`config.mk`:
```
export PLATFORM = sky130hd
export DESIGN_NAME = scdc_regfile
export DESIGN_NICKNAME = d
export VERILOG_FILES = /design/src/rtl/scdc_pkg.sv /design/src/rtl/scdc_xact.sv /design/src/rtl/scdc_upd_flags.sv /design/src/rtl/scdc_rdmux.sv /design/src/rtl/scdc_regfile.sv
export SDC_FILE = /design/constraint.sdc
export NUM_CORES = 1
export LEC_CHECK = 0
export BUFFER_PORTS_ARGS = -buffer_cell sky130_fd_sc_hd__clkbuf_2
export CAP_MARGIN = 20
export CORE_MARGIN = 10
export CORE_UTILIZATION = 53
export DETAILED_ROUTE_END_ITERATION = 16
export GPL_ROUTABILITY_DRIVEN = 0
export PLACE_DENSITY_LB_ADDON = 0.1
export SLEW_MARGIN = 20
export SYNTH_ARGS = -nofsm -noshare
export SYNTH_HDL_FRONTEND = slang
export SYNTH_SLANG_ARGS = --single-unit
export TNS_END_PERCENT = 10
```
`constraint.sdc`:
```
create_clock -name clk -period 3.8 [get_ports clk]
set_input_delay 0.19 -clock clk [delete_from_list [all_inputs] [get_ports clk]]
set_output_delay 0.19 -clock clk [all_outputs]
set_load 0.03 [all_outputs]
```
`src/rtl/scdc_pkg.sv`:
```
package scdc_pkg;
   localparam logic [7:0] OFS_SINK_VER = 8'h01;
   localparam logic [7:0] OFS_SRC_VER  = 8'h02;
   localparam logic [7:0] OFS_UPD_LO   = 8'h10;
   localparam logic [7:0] OFS_UPD_HI   = 8'h11;
   localparam logic [7:0] OFS_TMDS     = 8'h20;
   localparam logic [7:0] OFS_SCR_ST   = 8'h21;
   localparam logic [7:0] OFS_LINKCFG  = 8'h31;
   localparam logic [7:0] OFS_STAT     = 8'h40;
   localparam logic [7:0] OFS_ERR_BASE = 8'h50;

   typedef struct packed {
      logic clk_ratio;
      logic scr_en;
   } tmds_cfg_t;

   typedef struct packed {
      logic [3:0] ffe;
      logic [3:0] frl;
   } link_cfg_t;
endpackage

```
`src/rtl/scdc_xact.sv`:
```
module scdc_xact #(
   parameter logic [6:0] SLV_ADDR = 7'h54
) (
   input  logic       clk,
   input  logic       rst_n,
   input  logic       present_i,
   input  logic       hdr_vld_i,
   input  logic [6:0] hdr_addr_i,
   input  logic       hdr_rd_i,
   input  logic       wr_vld_i,
   input  logic [7:0] wr_data_i,
   input  logic       rd_req_i,
   input  logic       stop_i,
   output logic       hdr_ack_o,
   output logic       wr_stb_o,
   output logic [7:0] wr_ofs_o,
   output logic       rd_stb_o,
   output logic [7:0] ptr_o
);
   logic       sel_q, expect_ofs_q, match, sel;
   logic [7:0] ptr_q;

   assign match     = present_i && (hdr_addr_i == SLV_ADDR);
   assign sel       = sel_q && present_i;
   assign hdr_ack_o = hdr_vld_i && match;
   assign wr_stb_o  = wr_vld_i && sel && !expect_ofs_q;
   assign wr_ofs_o  = ptr_q;
   assign rd_stb_o  = rd_req_i && sel;
   assign ptr_o     = ptr_q;

   always_ff @(posedge clk or negedge rst_n) begin
      if (!rst_n) begin
         sel_q        <= 1'b0;
         expect_ofs_q <= 1'b0;
         ptr_q        <= '0;
      end else if (hdr_vld_i) begin
         sel_q        <= match;
         expect_ofs_q <= match && !hdr_rd_i;
      end else if (stop_i) begin
         sel_q        <= 1'b0;
         expect_ofs_q <= 1'b0;
      end else if (wr_vld_i && sel) begin
         if (expect_ofs_q) begin
            ptr_q        <= wr_data_i;
            expect_ofs_q <= 1'b0;
         end else begin
            ptr_q <= ptr_q + 8'd1;
         end
      end else if (rd_stb_o) begin
         ptr_q <= ptr_q + 8'd1;
      end
   end

   // a read by itself advances the pointer by exactly one
   a_r3_rd_ptr_step: assert property (@(posedge clk) disable iff (!rst_n)
      (rd_stb_o && !hdr_vld_i && !stop_i && !wr_vld_i) |=> (ptr_o == $past(ptr_o) + 8'd1));
   // the acknowledge is only ever given in an address cycle
   a_r1_ack_only_hdr: assert property (@(posedge clk) disable iff (!rst_n)
      hdr_ack_o |-> hdr_vld_i);
endmodule

```
`src/rtl/scdc_upd_flags.sv`:
```
module scdc_upd_flags #(
   parameter int NBITS = 16
) (
   input  logic             clk,
   input  logic             rst_n,
   input  logic [NBITS-1:0] set_i,
   input  logic [NBITS-1:0] clr_i,
   output logic [NBITS-1:0] flags_o
);
   if (NBITS < 1) begin : g_bad_width
      $error("scdc_upd_flags: NBITS must be positive");
   end

   for (genvar b = 0; b < NBITS; b++) begin : g_flag
      always_ff @(posedge clk or negedge rst_n) begin
         if (!rst_n)         flags_o[b] <= 1'b0;
         else if (set_i[b])  flags_o[b] <= 1'b1;
         else if (clr_i[b])  flags_o[b] <= 1'b0;
      end

      // a set event always leaves the flag high
      a_r6_set_wins: assert property (@(posedge clk) disable iff (!rst_n)
         set_i[b] |=> flags_o[b]);
      // a clear without a competing set drops the flag
      a_r5_w1c: assert property (@(posedge clk) disable iff (!rst_n)
         (clr_i[b] && !set_i[b]) |=> !flags_o[b]);
   end
endmodule

```
`src/rtl/scdc_rdmux.sv`:
```
module scdc_rdmux
   import scdc_pkg::*;
#(
   parameter logic [7:0] SINK_VER  = 8'h01,
   parameter int         ERR_BYTES = 8
) (
   input  logic [7:0]             ofs_i,
   input  logic [7:0]             src_ver_i,
   input  logic [15:0]            flags_i,
   input  tmds_cfg_t              tmds_i,
   input  link_cfg_t              link_i,
   input  logic [7:0]             scr_status_i,
   input  logic [7:0]             status_flags_i,
   input  logic [ERR_BYTES*8-1:0] err_cnt_i,
   output logic [7:0]             data_o
);
   always_comb begin
      data_o = 8'h00;
      case (ofs_i)
         OFS_SINK_VER: data_o = SINK_VER;
         OFS_SRC_VER:  data_o = src_ver_i;
         OFS_UPD_LO:   data_o = flags_i[7:0];
         OFS_UPD_HI:   data_o = flags_i[15:8];
         OFS_TMDS:     data_o = {6'b0, tmds_i};
         OFS_SCR_ST:   data_o = scr_status_i;
         OFS_LINKCFG:  data_o = link_i;
         OFS_STAT:     data_o = status_flags_i;
         default: begin
            for (int k = 0; k < ERR_BYTES; k++) begin
               if (ofs_i == OFS_ERR_BASE + 8'(k)) data_o = err_cnt_i[8*k +: 8];
            end
         end
      endcase
   end
endmodule

```
`src/rtl/scdc_regfile.sv`:
```
module scdc_regfile
   import scdc_pkg::*;
#(
   parameter logic [6:0] SLV_ADDR  = 7'h54,
   parameter logic [7:0] SINK_VER  = 8'h01,
   parameter int         ERR_BYTES = 8
) (
   input  logic                   clk,
   input  logic                   rst_n,
   input  logic                   present_i,
   input  logic                   hdr_vld_i,
   input  logic [6:0]             hdr_addr_i,
   input  logic                   hdr_rd_i,
   output logic                   hdr_ack_o,
   input  logic                   wr_vld_i,
   input  logic [7:0]             wr_data_i,
   input  logic                   rd_req_i,
   output logic [7:0]             rd_data_o,
   output logic                   rd_vld_o,
   input  logic                   stop_i,
   input  logic [15:0]            upd_set_i,
   input  logic [7:0]             scr_status_i,
   input  logic [7:0]             status_flags_i,
   input  logic [ERR_BYTES*8-1:0] err_cnt_i,
   output logic [7:0]             src_version_o,
   output logic                   scramble_en_o,
   output logic                   clk_ratio_o,
   output logic [3:0]             frl_rate_o,
   output logic [3:0]             ffe_levels_o
);
   localparam int UPD_BITS = 16;

   if (ERR_BYTES < 1 || ERR_BYTES > 8) begin : g_bad_err
      $error("scdc_regfile: ERR_BYTES must be 1..8");
   end

   logic        wr_stb, rd_stb;
   logic [7:0]  wr_ofs, ptr, rd_byte;
   logic [UPD_BITS-1:0] clr_mask, flags;
   logic [7:0]  src_ver_q;
   tmds_cfg_t   tmds_q;
   link_cfg_t   link_q;

   scdc_xact #(.SLV_ADDR(SLV_ADDR)) u_xact (
      .clk(clk), .rst_n(rst_n), .present_i(present_i),
      .hdr_vld_i(hdr_vld_i), .hdr_addr_i(hdr_addr_i), .hdr_rd_i(hdr_rd_i),
      .wr_vld_i(wr_vld_i), .wr_data_i(wr_data_i), .rd_req_i(rd_req_i),
      .stop_i(stop_i), .hdr_ack_o(hdr_ack_o), .wr_stb_o(wr_stb),
      .wr_ofs_o(wr_ofs), .rd_stb_o(rd_stb), .ptr_o(ptr));

   always_comb begin
      clr_mask = '0;
      if (wr_stb && wr_ofs == OFS_UPD_LO) clr_mask[7:0]  = wr_data_i;
      if (wr_stb && wr_ofs == OFS_UPD_HI) clr_mask[15:8] = wr_data_i;
   end

   scdc_upd_flags #(.NBITS(UPD_BITS)) u_flags (
      .clk(clk), .rst_n(rst_n), .set_i(upd_set_i), .clr_i(clr_mask), .flags_o(flags));

   always_ff @(posedge clk or negedge rst_n) begin
      if (!rst_n) begin
         src_ver_q <= '0;
         tmds_q    <= '0;
         link_q    <= '0;
      end else if (wr_stb) begin
         case (wr_ofs)
            OFS_SRC_VER: src_ver_q <= wr_data_i;
            OFS_TMDS:    tmds_q    <= wr_data_i[1:0];
            OFS_LINKCFG: link_q    <= wr_data_i;
            default: ;
         endcase
      end
   end

   scdc_rdmux #(.SINK_VER(SINK_VER), .ERR_BYTES(ERR_BYTES)) u_rdmux (
      .ofs_i(ptr), .src_ver_i(src_ver_q), .flags_i(flags), .tmds_i(tmds_q),
      .link_i(link_q), .scr_status_i(scr_status_i), .status_flags_i(status_flags_i),
      .err_cnt_i(err_cnt_i), .data_o(rd_byte));

   always_ff @(posedge clk or negedge rst_n) begin
      if (!rst_n) begin
         rd_data_o <= '0;
         rd_vld_o  <= 1'b0;
      end else begin
         rd_vld_o <= rd_stb;
         if (rd_stb) rd_data_o <= rd_byte;
      end
   end

   assign src_version_o = src_ver_q;
   assign scramble_en_o = tmds_q.scr_en;
   assign clk_ratio_o   = tmds_q.clk_ratio;
   assign frl_rate_o    = link_q.frl;
   assign ffe_levels_o  = link_q.ffe;

   // an absent channel never acknowledges
   a_r2_silent_ack: assert property (@(posedge clk) disable iff (!rst_n)
      !present_i |-> !hdr_ack_o);
   // an absent channel never returns read data
   a_r2_silent_read: assert property (@(posedge clk) disable iff (!rst_n)
      !present_i |=> !rd_vld_o);
   // TMDS outputs only move on a host write
   a_r7_tmds_hold: assert property (@(posedge clk) disable iff (!rst_n)
      !wr_vld_i |=> $stable({scramble_en_o, clk_ratio_o}));
   // link configuration only moves on a host write
   a_r8_link_hold: assert property (@(posedge clk) disable iff (!rst_n)
      !wr_vld_i |=> $stable({frl_rate_o, ffe_levels_o}));
   // source version only moves on a host write
   a_r4_ver_hold: assert property (@(posedge clk) disable iff (!rst_n)
      !wr_vld_i |=> $stable(src_version_o));
endmodule

```
== After elaboration in Yosys (flattened, before gate mapping) ==
Index checks and enable logic that the tools add are counted.

* Bits in registers: 53
* Logic and storage cells: 131

* Add/sub/neg operators: 1
* Equality and inequality tests: 17
* Multiplexer cells: 51
* Bitwise logic cells: 2
* Reduce and logical (&&, ||, !) cells: 34

{| class="wikitable"
|+ Operators by type and width
! operator !! number
|-
| 2-to-1 mux 8 bit || 13
|-
| == test 8 x 7 -> 1 bit, second input constant || 9
|-
| one-hot mux 8 bit (8 select lines) || 1
|-
| 2-to-1 mux 1 bit || 37
|-
| nonzero test 2 bit || 18
|-
| == test 8 x 6 -> 1 bit, second input constant || 3
|-
| == test 8 x 5 -> 1 bit, second input constant || 2
|-
| logical AND 1 bit || 9
|-
| adder 8 x 1 -> 8 bit, second input constant || 1
|-
| == test 8 x 1 -> 1 bit, second input constant || 1
|-
| == test 8 x 2 -> 1 bit, second input constant || 1
|-
| == test 7 bit, second input constant || 1
|-
| AND reduction 2 bit || 3
|-
| AND reduction 3 bit || 1
|-
| nonzero test 3 bit || 1
|-
| logical NOT 1 bit || 2
|-
| inverter 1 bit || 2
|}

== Logic depth before layout (Yosys ltp) ==
Gate-level depths: netlist of the first run.

* Depth in word-level cells: 10
* Gate-level depth with buffers: 9

== Hierarchy ==
From an unflattened synthesis of the first run, not the netlist that was laid out.

* Cells, all modules: 386
* Area, all modules: 3860.0 sq um

{| class="wikitable"
|+ By module, submodules not included
! module !! times used !! cells each !! area an instance (sq um)
|-
| scdc_rdmux || 1 || 180 || 1392.6
|-
| scdc_regfile || 1 || 79 || 1178.6
|-
| scdc_xact || 1 || 79 || 708.2
|-
| scdc_upd_flags || 1 || 48 || 580.6
|}

== Worst setup path after synthesis of the first run ==
OpenSTA, ideal clock, no wires.

* Path kind: register to register
* Start point: register u_xact.ptr_q[0], in the netlist u_xact.ptr_o[0]
* End point: register tmds_q, in the netlist clk_ratio_o
* Library setup time: 0.125 ns
* Data arrival time: 1.974 ns
* Data required time: 3.675 ns
* Path slack: 1.702 ns
* Stages on the path, launching flop included: 8
* Buffers on the path: 2
* Clock period less this slack: 2.098 ns
* Cell sequence: dfrtp_1 -> inv_1 -> ha_1 -> clkbuf_1 -> buf_1 -> nand4_1 -> nor3_1 -> mux2_2

* Longest elaborated chain between the ends: 2

{| class="wikitable"
|+ RTL lines
! item !! line !! source
|-
| start: declaration || scdc_xact.sv:21 || <nowiki>logic [7:0] ptr_q;</nowiki>
|-
| start signal: assignment || scdc_xact.sv:44 || <nowiki>ptr_q <= wr_data_i;</nowiki>
|-
| start signal: assignment || scdc_xact.sv:47 || <nowiki>ptr_q <= ptr_q + 8'd1;</nowiki>
|-
| start signal: assignment || scdc_xact.sv:50 || <nowiki>ptr_q <= ptr_q + 8'd1;</nowiki>
|-
| == test 8 x 6 -> 1 bit || scdc_regfile.sv:66 || <nowiki>case (wr_ofs)</nowiki>
|-
| AND reduction 2 bit (no source line) || -- ||
|-
| end signal: assignment || scdc_regfile.sv:68 || <nowiki>OFS_TMDS: tmds_q <= wr_data_i[1:0];</nowiki>
|-
| end: declaration || scdc_regfile.sv:41 || <nowiki>tmds_cfg_t tmds_q;</nowiki>
|}

No other way between the ends.
A chain may end at the register's enable or synchronous reset.

== Worst setup path in the final report of the first run ==
* Start point: register u_xact.ptr_q[1], in the netlist u_xact.ptr_o[1]
* End point: register rd_data_o[1]

* Longest elaborated chain between the ends: 10

{| class="wikitable"
|+ RTL lines
! item !! line !! source
|-
| == test 8 x 7 -> 1 bit || scdc_rdmux.sv:30 || <nowiki>if (ofs_i == OFS_ERR_BASE + 8'(k)) data_o = err_cnt_i[8*k +: 8];</nowiki>
|-
| 2-to-1 mux 8 bit (8 in a row) || scdc_rdmux.sv:30 ||
|-
| one-hot mux 8 bit (8 select lines) (*) || scdc_rdmux.sv:19 || <nowiki>case (ofs_i)</nowiki>
|-
| end signal: assignment || scdc_regfile.sv:86 || <nowiki>if (rd_stb) rd_data_o <= rd_byte;</nowiki>
|-
| end: declaration || scdc_regfile.sv:18 || <nowiki>output logic [7:0] rd_data_o,</nowiki>
|}

Every way passes the cells marked *; elsewhere a longest branch is shown, timed or not.

==> results.ini, run 1 <==
[status]
status=finished, violations left
violations=hold timing

[pwr]
combPwrFrac=0.122
p_sw_frac=0.244
peakVddDrop_mv=0.227
powerDensity_nw_per_um2=236
power_switching_w=0.000257
p_clk_frac=0.337
p_leak_nw=2.14
pwr-share-seq=0.541
p_int_w=0.000795

[sta]
finalMaxSlewViolations=0
setup_viol=0
tightest_slew_ns=1.06
setup_tns_ns=0
relSlewSlack=0.291
hold_violations=2
grt_setup_unrepaired=false
hold_slack_ns=-0.00148
period_share=0.748
fmax_mhz=352
period_needed_ns=2.84
clock_skew_ns=0.0118

[setup_path]
path_common_cell=inv_1
crit_path_cell_trace=inv_1 > ha_1 > inv_1 > a311o_1 > a32o_1 > a2111oi_0 > nor3_1
required_ns=3.99
cp_num_buf_inv=2
worstPathMaxFanout=19
critPathCaptureType=flop
critical_path.top_delay_family=compound AO/OA/AOI/OAI gates
critPathKind=reg2reg
max_stage_delay_ns=0.63
worstSetupStartpointType=flop
arrival_ns=3.04
slowest_stage=ha_1

[clock_tree]
clock_latency_ns=0.31
cts.path.max_buffers=2
post_cts_buffers=0
path_clk_slew_ns=0.10
cts_sinks=53
numCtsBuffers=5
ctsHoldBuffers=0
cts.repair.resized=0
root_buffer=clkbuf_8
htreeDepth=2
cts_tree=yes

[drt]
route.detailed.drc=0
met1Wirelength_um=5400
drtAntennaViolNets=0
firstDrtPassIters=5
drtIter0Drc=308
vias=3909
drt-vias-per-instance=6.21
avgRoutedWirePerCell_um=20.5
dr_wl_met3_um=1280
wl_met2_um=5960
top_signal_layer_used=met4
wl_um=12900

[global_route]
grt_max_degree=54
grt.total_usage=0.236
grt_pass1_vias=3956
grt_pass1_wl_um=19800
grt_overflow=0
antenna_found_initial=0

[placement]
dp_cells=621
numPortBuffers=146
dp_hpwl_um=9970

[floorplanning]
rows=30
die-area_um2=10600
die_x_um=103
chipHeight_um=103
fp.coreArea_um2=6720
ioPinCount=147
start_util=0.540

[flow_run]
maxCapViolCount=0

[cells_and_area]
seq_area_um2=1330
fillers=622
multi_input_area_um2=2100
drive_gt1_frac=0.330
syn_to_final_growth_pct=22.6
nNetsFinal=671
antenna_cells=0
finalNonFillerCells=629

[logic_synthesis]
synth_area_um2=3630
synth_compound_area_frac=0.287
ys.flop_type=dfrtp_1
ys_seq_area_frac=0.365
synthAdderAreaFrac=0.0138
synthMuxAreaShare=0.0669
synth.net_count=549
synth_top_family_by_area=compound AO/OA/AOI/OAI gates
yosysUniqueCellTypes=62
synth-simple-area-share=0.206
yosys_warnings=0
async_flop_share=1.00
synth_xor_area_frac=0.00483
synth_seq_cells=53
postSynthCellCount=426
synth-edff-count=0
avgSynthCellArea_um2=8.52

[hold_path]
min_path_type=in2async

## worst register-to-register path, delay by kind of cell, from the launching register on
kind | cells | cell delay [ns]
flops | 1 | 0.44
compound gates | 3 | 1.03
fa+ha+maj | 1 | 0.63
simple gates | 1 | 0.08
buf+inv | 2 | 0.53
## sequential cells by signal, indices dropped and copies added, names as in the netlist
signal	cells
rd_vld_o	1
src_version_o	8
scramble_en_o	1
u_xact.ptr_o	8
u_xact.expect_ofs_q	1
u_flags.flags_o	16
frl_rate_o	4
ffe_levels_o	4
clk_ratio_o	1
u_xact.sel_q	1
rd_data_o	8
## area by class of cell
| cell class | count | area share |
|---|---|---|
| Clock buffer | 7 | 0.0217 |
| Clock inverter | 1 | 0.00112 |
| Inverter | 12 | 0.0101 |
| Multi-Input combinational cell | 324 | 0.472 |
| Sequential cell | 53 | 0.298 |
| Tap cell | 80 | 0.0225 |
| Timing Repair Buffer | 152 | 0.174 |
## path summary, 6_finish.rpt
path                                              endpoint  depth (start not counted)  slack (ns)                       startpoint
setup / recovery                  rd_data_o[1]$_DFFE_PN0P_                          7        0.96      u_xact.ptr_o[1]$_DFFE_PN0P_
hold / removal                          rd_vld_o$_DFF_PN0_                          2      -0.001                            rst_n
setup reg to reg                  rd_data_o[1]$_DFFE_PN0P_                          7        0.96      u_xact.ptr_o[1]$_DFFE_PN0P_
hold reg to reg            u_flags.flags_o[11]$_DFFE_PN0P_                          1        0.49  u_flags.flags_o[11]$_DFFE_PN0P_
max in group asynchronous   u_flags.flags_o[1]$_DFFE_PN0P_                          2        3.32                            rst_n
min in group clk            u_flags.flags_o[4]$_DFFE_PN0P_                          2        0.05                     upd_set_i[4]
## synthesized netlist by cell type, types with 3 or more instances
master     n  area (um2)
a22oi_1    7        52.6
nand2_1   59         221
mux2i_1    4        40.0
o21ai_0   23         115
buf_2      5        25.0
ha_1       4        50.1
nand3_1   10        50.1
mux2_2    18         203
a311o_1    3        30.0
and3_1     5        31.3
a211oi_1   6        45.0
nand3b_1   5        37.5
a21o_1    19         143
nor3b_1    3        22.5
nand4_1    8        50.1
inv_1     12        45.0
buf_1      3        11.3
o211ai_1   3        22.5
a22o_1     7        61.3
a21oi_1   32         160
and2_1     4        25.0
o31ai_1    3        22.5
nor4_1     3        18.8
nand2b_1   5        31.3
nor3_1     6        30.0
a221o_1    5        50.1
a31oi_1    8        50.1
dfrtp_1   53        1330
a32o_1     3        30.0
nor2b_1    5        31.3
a221oi_1   5        43.8
nand4b_1   3        26.3
and4_1     3        26.3
o22ai_1    6        37.5
nor2_1    20        75.1
clkbuf_1  26        97.6
## logic make-up after synthesis
group / Yosys count
AO/OA/AOI/OAI: 150
flip-flops: 53
buffers and inverters: 49
multiplexers: 22
adder cells (fa/ha/maj): 4
XOR/XNOR: 2
AND/OR/NAND/NOR: 146
## per-stage QoR
stage                     power (W)  utilization  area (um2)  worst slack, ns
after global placement     0.000706        0.647        4350             1.11
after global routing        0.00109        0.662        4450            0.706
final                       0.00105        0.662        4450            0.958
after CTS                   0.00106        0.662        4450            0.941
after detailed placement   0.000707        0.647        4350            0.990
after floorplan            0.000615            -        3630             1.70
## cells in the final DEF (no fill, tap or decap), types with 3 or more instances in the layout
master | Yosys | final
o211ai_1 | 3 | 3
a211oi_1 | 6 | 6
clkbuf_8 | 0 | 7
a21oi_1 | 32 | 32
dfrtp_1 | 53 | 53
a22o_1 | 7 | 7
nor2_1 | 20 | 20
and4_1 | 3 | 3
a21o_1 | 19 | 19
buf_4 | 1 | 6
clkbuf_2 | 1 | 146
nand3_1 | 10 | 10
a311o_1 | 3 | 3
nand4_1 | 8 | 8
and2_1 | 4 | 4
nand2b_1 | 5 | 5
mux2i_1 | 4 | 4
nand4b_1 | 3 | 3
o22ai_1 | 6 | 6
and3_1 | 5 | 5
o31ai_1 | 3 | 3
nor3_1 | 6 | 6
a22oi_1 | 7 | 7
nor4_1 | 3 | 3
a32o_1 | 3 | 3
a31oi_1 | 8 | 8
nand2_1 | 59 | 59
a221o_1 | 5 | 5
nand3b_1 | 5 | 5
o21ai_0 | 23 | 23
a221oi_1 | 5 | 5
nor2b_1 | 5 | 5
mux2_2 | 18 | 18
ha_1 | 4 | 4
inv_1 | 12 | 12
nor3b_1 | 3 | 3
## routing by layer
layer  global-route usage  up-vias
li1                     -     1834
met1                0.294     1849
met2                0.391      200
met3               0.0576       26
met4               0.0759        0
met5                    0        -
## power by group through the flow
| stage | Combinational (W) | Sequential [W] | Clock (W) |
|---|---|---|---|
| 6_report | 0.000129 | 0.000569 | 0.000354 |
| 5_1_grt | 0.000141 | 0.000569 | 0.000379 |
| 4_1_cts | 0.000128 | 0.000569 | 0.000360 |
| 3_5_place_dp | 0.000127 | 0.000580 | 0 |
| 3_3_place_gp | 0.000126 | 0.000580 | 0 |
| 2_1_floorplan | 0.0000300 | 0.000585 | 0 |
No activity file was read; power rests on OpenSTA's default activity.
==> run 2: changes to the inputs <==
--- a/config.mk
+++ b/config.mk
@@ -8,7 +8,7 @@
 export BUFFER_PORTS_ARGS = -buffer_cell sky130_fd_sc_hd__clkbuf_2
 export CAP_MARGIN = 20
 export CORE_MARGIN = 10
-export CORE_UTILIZATION = 53
+export CORE_UTILIZATION = 44
 export DETAILED_ROUTE_END_ITERATION = 16
 export GPL_ROUTABILITY_DRIVEN = 0
 export PLACE_DENSITY_LB_ADDON = 0.1
==> constraint.sdc (replaced) <==
create_clock -name clk -period 2.6 [get_ports clk]
set_input_delay 0.13 -clock clk [delete_from_list [all_inputs] [get_ports clk]]
set_output_delay 0.13 -clock clk [all_outputs]
set_load 0.03 [all_outputs]
==> results.ini, run 2 (same netlist as run 1, synthesis figures left out) <==
[clock_tree]
path_clk_slew_ns=0.10  ; about the same
root_buffer=clkbuf_8
cts_sinks=53  ; unchanged
htreeDepth=2  ; unchanged
cts.path.max_buffers=2  ; unchanged
post_cts_buffers=0  ; unchanged
cts_tree=yes
numCtsBuffers=5  ; unchanged
clock_latency_ns=0.30  ; about the same

[setup_path]
max_stage_delay_ns=0.45  ; -0.18 ns
worstPathMaxFanout=29  ; +10
crit_path_cell_trace=inv_1 > ha_1 > buf_12 > a22o_1 > o31a_1 > o21ai_0 > a21oi_1 > o32a_1
critPathCaptureType=flop
arrival_ns=2.56  ; -0.48 ns
worstSetupStartpointType=flop
slowest_stage=dfrtp_1
required_ns=2.80  ; -1.19 ns
critPathKind=reg2reg

[placement]
numPortBuffers=146  ; unchanged
dp_hpwl_um=10600  ; +6.6%
place_ws_ns=0.0750  ; -0.915 ns

[hold_path]
min_path_type=in2reg

[sta]
hold_slack_ns=0.000330  ; +0.00181 ns
tightest_slew_ns=0.728  ; -0.336 ns
relSlewSlack=0.513  ; +0.222
period_needed_ns=2.37  ; -0.476 ns
finalMaxSlewViolations=0  ; unchanged
hold_violations=0  ; -2
setup_viol=0  ; unchanged
setup_tns_ns=0  ; unchanged
fin_ws_ns=0.234  ; -0.724 ns
fmax_mhz=423  ; +20%
grt_setup_unrepaired=false
clock_skew_ns=0.00696  ; -0.00480 ns
period_share=0.910  ; +0.162

[status]
status=finished, final reports clean

[global_route]
antenna_found_initial=0  ; unchanged
grt_pass1_vias=4036  ; +2.0%
grt_overflow=0  ; unchanged
grt_pass1_wl_um=21700  ; +9.4%
grt_max_degree=32  ; -41%
grt.total_usage=0.209  ; -0.0267

[drt]
drt-vias-per-instance=5.91  ; -4.9%
drtIter0Drc=363  ; +18%
avgRoutedWirePerCell_um=20.1  ; -1.9%
wl_um=13600  ; +5.5%
vias=4000  ; +2.3%
drtAntennaViolNets=0  ; unchanged
route.detailed.drc=0  ; unchanged
firstDrtPassIters=5  ; unchanged

[cells_and_area]
top_register=u_flags.flags_o
nNetsFinal=694  ; +3.4%
drive_gt1_frac=0.341  ; +0.0112
final_cell_mix=clkbuf_2 (146), nand2_1 (59), dfrtp_1 (53)
syn_to_final_growth_pct=29.5
largest_reg_flops=16  ; unchanged
final_common_cell=clkbuf_2
antenna_cells=0  ; unchanged

[floorplanning]
fp.coreArea_um2=8130  ; +21%
ioPinCount=147  ; unchanged
die_x_um=111  ; +7.9%
start_util=0.446  ; -0.0940
rows=33  ; +10%
chipHeight_um=111  ; +7.9%
die-area_um2=12300  ; +16%

[pwr]
p_int_w=0.00118  ; +48%
p_leak_nw=2.25  ; +5.3%
power_switching_w=0.000381  ; +48%
powerDensity_nw_per_um2=331  ; +40%
peakVddDrop_mv=0.246  ; +8.5%
combPwrFrac=0.129  ; +0.007
pwr-share-seq=0.534  ; -0.007
p_clk_frac=0.338  ; about the same
p_sw_frac=0.244  ; about the same

[flow_run]
maxCapViolCount=0  ; unchanged

## run 2: cell count changes in the layout (fill, tap and decap cells not counted), sizes merged
| cell | delta |
|---|---|
| buf | +13 |
| dlygate4sd3 | +10 |
| clkinv | -1 |
| inv | +1 |
## run 2: power by group through the flow
stage / clock, W / sequential (W) / combinational (W)
6_report: 0.000526 / 0.000831 / 0.000201
5_1_grt: 0.000563 / 0.000832 / 0.000220
4_1_cts: 0.000536 / 0.000832 / 0.000201
3_5_place_dp: 0 / 0.000848 / 0.000189
3_3_place_gp: 0 / 0.000848 / 0.000188
2_1_floorplan: 0 / 0.000855 / 0.0000438
## run 2: worst paths after layout
path | from | to | slack (ns) | cells past startpoint
setup / recovery | u_xact.ptr_o[0]$_DFFE_PN0P_ | rd_data_o[2]$_DFFE_PN0P_ | 0.23 | 8
hold / removal | hdr_rd_i | u_xact.expect_ofs_q$_DFFE_PN0P_ | 0.0003 | 2
setup reg to reg | u_xact.ptr_o[0]$_DFFE_PN0P_ | rd_data_o[2]$_DFFE_PN0P_ | 0.23 | 8
hold reg to reg | u_flags.flags_o[5]$_DFFE_PN0P_ | u_flags.flags_o[5]$_DFFE_PN0P_ | 0.49 | 1
max in group asynchronous | rst_n | src_version_o[4]$_DFFE_PN0P_ | 1.41 | 3
min in group asynchronous | rst_n | u_flags.flags_o[15]$_DFFE_PN0P_ | 0.34 | 2
## run 2: stage by stage
stage | utilization | instances | power (W) | instance area (um2)
2_1_floorplan | - | 426 | 0.000899 | 3630
5_1_grt | 0.578 | 677 | 0.00161 | 4700
4_1_cts | 0.576 | 676 | 0.00157 | 4680
6_report | 0.578 | 677 | 0.00156 | 4700
3_5_place_dp | 0.552 | 659 | 0.00104 | 4490
3_3_place_gp | 0.552 | 659 | 0.00104 | 4490
## run 2: timing repair
action / CTS / global route
hold buffers: 9 / 1
resized for setup: 0 / 2
hold endpoints to repair: 30 / 1
setup endpoints to repair: 0 / 1
## run 2: area by class of cell
cell class | instances | area [um2]
Fill cell | 756 | 3430
Multi-Input combinational cell | 324 | 2110
Sequential cell | 53 | 1330
Timing Repair Buffer | 175 | 986
Tap cell | 105 | 131
Clock buffer | 7 | 96.3
Inverter | 12 | 45.0
Clock inverter | 1 | 8.76
## run 2: per-layer routing
layer  track usage  part of all wire  wire length [um]
met1         0.274              0.43              5920
met3        0.0525             0.082              1120
met5             0                 0                 0
met2         0.340              0.47              6440
met4        0.0399             0.011               148
## run 2: critical path, delay by kind of cell, from the launching register on
kind	cells	cell delay, ns
buffers and inverters	2	0.35
adder cells (fa/ha/maj)	1	0.41
AO/OA/AOI/OAI	5	1.05
flip-flops	1	0.45
